<file path="src/rtl/tapped_interval_timer.sv">
module tapped_interval_timer (
  input  logic        clk,
  input  logic        rst_n,
  input  logic        tick_en,
  input  logic        wr_en,
  input  logic        wr_addr,
  input  logic [31:0] wr_data,
  input  logic        resume,
  output logic [31:0] ctrl_q,
  output logic [31:0] stat_q,
  output logic [63:0] timebase,
  output logic        fit_irq,
  output logic        wdt_irq
);
  localparam logic [31:0] STAT_MASK = 32'hF400_0000;
  localparam int FIT_FLAG = 26;
  localparam int WDT_FLAG = 30;

  logic [63:0] tb_nx;
  logic [5:0]  fit_tap, wdt_tap;
  logic        fit_ev, wdt_ev;
  logic [31:0] stat_d;

  assign tb_nx   = timebase + 64'd1;
  assign fit_tap = ~{ctrl_q[16:13], ctrl_q[25:24]};
  assign wdt_tap = ~{ctrl_q[20:17], ctrl_q[31:30]};
  assign fit_ev  = tick_en & ~timebase[fit_tap] & tb_nx[fit_tap];
  assign wdt_ev  = tick_en & ~timebase[wdt_tap] & tb_nx[wdt_tap];

  assign fit_irq = stat_q[FIT_FLAG] & ctrl_q[23];
  assign wdt_irq = stat_q[WDT_FLAG] & ctrl_q[27];

  always_comb begin
    stat_d = stat_q;
    if (wr_en && wr_addr) stat_d = stat_d & ~wr_data;
    if (resume)           stat_d[31:28] = 4'b0000;
    if (fit_ev)           stat_d[FIT_FLAG] = 1'b1;
    if (wdt_ev)           stat_d[WDT_FLAG] = 1'b1;
    stat_d = stat_d & STAT_MASK;
  end

  always_ff @(posedge clk) begin
    if (!rst_n) begin
      timebase <= '0;
      ctrl_q   <= '0;
      stat_q   <= '0;
    end else begin
      if (tick_en) timebase <= tb_nx;
      if (wr_en && !wr_addr) ctrl_q <= wr_data;
      stat_q <= stat_d;
    end
  end
endmodule


</file>
<file path="config.mk">
export PLATFORM = sky130hd
export DESIGN_NAME = tapped_interval_timer
export DESIGN_NICKNAME = d
export VERILOG_FILES = /design/src/rtl/tapped_interval_timer.sv
export SDC_FILE = /design/constraint.sdc
export NUM_CORES = 1
export LEC_CHECK = 0
export CAP_MARGIN = 5
export CORE_UTILIZATION = 48
export DETAILED_ROUTE_END_ITERATION = 10
export PLACE_DENSITY = 0.81
export SLEW_MARGIN = 20
export SYNTH_ARGS = -nofsm -noshare
export SYNTH_HDL_FRONTEND = slang
export SYNTH_SLANG_ARGS = --single-unit
</file>
<file path="constraint.sdc">
create_clock -name clk -period 3 [get_ports clk]
set_input_delay 0.6 -clock clk [delete_from_list [all_inputs] [get_ports clk]]
set_output_delay 0.6 -clock clk [all_outputs]
set_load 0.01 [all_outputs]
</file>
==> qor.txt <==
Worst R2R End - stat_q[30]$_SDFFE_PN0P_
Critical path type - register to register
Most frequent cell after synthesis - nand2_1
Hold buffer count at CTS - 0
DRT Pass-1 Iters - 7
Area grow syn2layout - 27.8%
Register area share after synthesis - 0.233
Reg2Reg Launch Point - timebase[0]$_SDFFE_PN0P_
Final ANT Viol Nets - 0
Leakage power total - 4.01 nW
Die height - 136 um
Hold_sp - stat_q[31]$_SDFFE_PP0P_
Post-synthesis xor/xnor area fraction - 0.108
Setup slack, reg-to-reg - 0.10 ns
Final wirelength - 28.8 mm
Fmax - 0.345 GHz
Worst Tran Pin Value - 0.808 ns
Hold endpoint - stat_q[31]$_SDFFE_PP0P_
Root Driver - clkbuf_16
Share of post-route cells with drive strength above 1 - 0.189
Nets - 1246
Die W - 136 um
Core box area - 0.0175 mm^2
Fin Hold WS - 0.434 ns
Ant. Diodes - 0
Reg clk slew, reported paths - 0.08 ns
Initial core utilization - 0.496
R2r worst-path depth - 12
Area fraction in and, or, nand and nor cells after synthesis - 0.307
Tcrit/Tclk final - 0.966
Required @ worst endpoint - 3.24 ns
IO buf count - 140
Largest stage delay, worst path - 0.68 ns
Die area - 0.0186 mm^2
GPL Wtd Cong - 0.990
Worst-Skew Late Latency - 0.37 ns
Initial antenna violation count - 0
CTS sink cnt - 101
Crit-path max FO - 6
Largest family of logic cells by synthesized area - simple AND/OR/NAND/NOR gates
EDFF count, synth - 0
Top post-synthesis cells by area - dfxtp_1 (23%), mux4_2 (12%), xnor2_1 (7.1%)
Total power - 3.02 mW
CP cell instances - ha_1, and2_1, buf_4, and3_1, and3_1, buf_4, xor2_1, a2111oi_0, o31ai_1, o211ai_1, a31o_2, a32oi_1
Crit path launch type - register
Largest net degree at the start of global routing - 65
Vias per std cell - 6.12
Post-synthesis mux area share - 0.150
Yosys warnings - 0
Initial DRC count - 942
Setup violations, final - 0
Slew margin rel. - 0.461
Detailed placement HPWL - 21.9 mm
Mapped Avg Cell Area - 8.32 um^2
Synth Cell Area - 0.00867 mm^2
Max VDD drop - 0.254 mV
First-pass GRT wire length - 45.1 mm
Gate Count Post-Synth - 1043
# fillers - 1492
Synth Area in Adders - 0.00144
Max-cap violations - 0
CTS tree - done
Worst path top cell family by delay - compound AO/OA/AOI/OAI gates
Hold crit path type - register to register
Pwr dens - 273 mW/mm^2
Cell taking the most area after synthesis - dfxtp_1
Post-synth top cells - nand2_1 (139), dfxtp_1 (101), xnor2_1 (70)
Drt wl/cell - 20.1 um
Post-route DRC - 0
Gr usage total - 0.315
Final Hold Vio Count - 0
Post-route cell area - 0.0111 mm^2
Cell row count - 48
Synthesized flop and latch total - 101
Vias - 8799
Clock Path Buffers - 2
Hold depth - 2
Post-layout min period - 2.90 ns
CP endpoint kind - register
Clock Skew - 0.0133 ns
CTS HTree Levels - 3
Critical Path AT - 3.14 ns
Number of buffers created by CTS - 9
Asr flop ratio synth - 0
Num ports - 168
Area post-placement - 0.0107 mm^2
CP max-delay cell - a2111oi_0
Grt total ovfl - 0
Distinct cells, synth - 76
Synth top area share - 0.233
Post-layout util - 0.634
Vias in the first global route - 8145
Final Max Tran Viols - 0
Compound-cell area share of the yosys netlist - 0.119
Most common flop cell mapped by yosys - dfxtp_1
Buf+Inv Stages, Crit Path - 2
Status - complete, no violations
-- layer usage --
layer | GRT usage | routed length, um | up-vias
li1 | - | - | 4032
met4 | 0.0889 | 677 | 0
met2 | 0.485 | 12900 | 542
met3 | 0.0675 | 3310 | 62
met5 | 0 | 0 | -
met1 | 0.440 | 12000 | 4163
-- tightest hold or removal path, cell delays in order, from the launching register on --
cell	delay, ns
dfxtp_1	0.31
nand2_1	0.05
a31oi_1	0.03
-- how the worst max path moves through the flow --
stage | end | slack [ns] | start | cells past startpoint
CTS | stat_q[26]$_SDFFE_PN0P_ | 0.01 | timebase[24]$_SDFFE_PN0P_ | 9
global route | stat_q[26]$_SDFFE_PN0P_ | -0.0003 | timebase[31]$_SDFFE_PN0P_ | 9
detailed placement | stat_q[26]$_SDFFE_PN0P_ | 0.02 | timebase[24]$_SDFFE_PN0P_ | 9
floorplan | stat_q[30]$_SDFFE_PN0P_ | 0.06 | ctrl_q[30]$_SDFFE_PN0P_ | 9
finish | stat_q[30]$_SDFFE_PN0P_ | 0.10 | timebase[0]$_SDFFE_PN0P_ | 12
global placement | stat_q[26]$_SDFFE_PN0P_ | 0.03 | timebase[24]$_SDFFE_PN0P_ | 9
-- final cells by class --
cell class / instances / area (um^2) / area share
clock buffer: 9 / 225 / 0.0203
clock inverter: 7 / 73.8 / 0.00666
inverter: 8 / 30.0 / 0.00271
multi-input combinational: 830 / 6120 / 0.552
sequential: 101 / 2030 / 0.183
tap: 225 / 282 / 0.0254
timing repair buffer: 257 / 2320 / 0.210
-- cells in the final DEF, fill, tap and decap left out, types with 6 or more instances in the layout --
cell,instances
dfxtp_1,94
o21ai_0,15
conb_1,27
a21boi_0,43
nand2b_1,6
dfxtp_2,7
mux2i_1,18
and2_1,67
nor2_1,42
nor4_1,11
and4_1,10
nand3_1,50
nor2b_1,10
clkbuf_16,9
and3_1,23
a211oi_1,8
xor2_1,37
nand2_1,139
nor3_1,27
clkdlybuf4s50_1,139
inv_1,6
o211ai_1,10
nand4_1,41
mux4_2,45
buf_4,113
xnor2_1,70
or3_1,11
nor4_2,9
a21oi_1,20
-- timing repair --
item / CTS / global route
endpoints found under the setup margin: 0 / 2
buffers inserted: 0 / 1
gates resized for setup: 0 / 18
-- power breakdown --
| part | internal [mW] | switching, mW | total [mW] |
|---|---|---|---|
| registers | 1.36 | 0.0356 | 1.40 |
| logic | 0.201 | 0.216 | 0.417 |
| clock network | 0.594 | 0.611 | 1.21 |
-- per-stage QoR --
step	instances	setup TNS [ns]	worst slack, ns
after CTS	1436	0	0.00988
after global routing	1437	-0.000274	-0.000274
final	1437	0	0.102
after detailed placement	1420	0	0.0179
after global placement	1420	0	0.0286
after floorplan	1069	0	0.0605
-- kinds of logic (layout without fill, tap and decap cells) --
kind of cell             after synthesis  after routing
other                                  1             27
multiplexers                          70             70
flip-flops                           101            101
AO/OA/AOI/OAI                        144            144
buffers and inverters                138            281
XOR/XNOR                             107            107
adder cells (fa/ha/maj)                1              1
AND/OR/NAND/NOR                      481            481
-- sequential cells by signal, summed over array words and instances (netlist names) --
name	cells
stat_q	5
timebase	64
ctrl_q	32
Power figures use the tool's default switching activity.
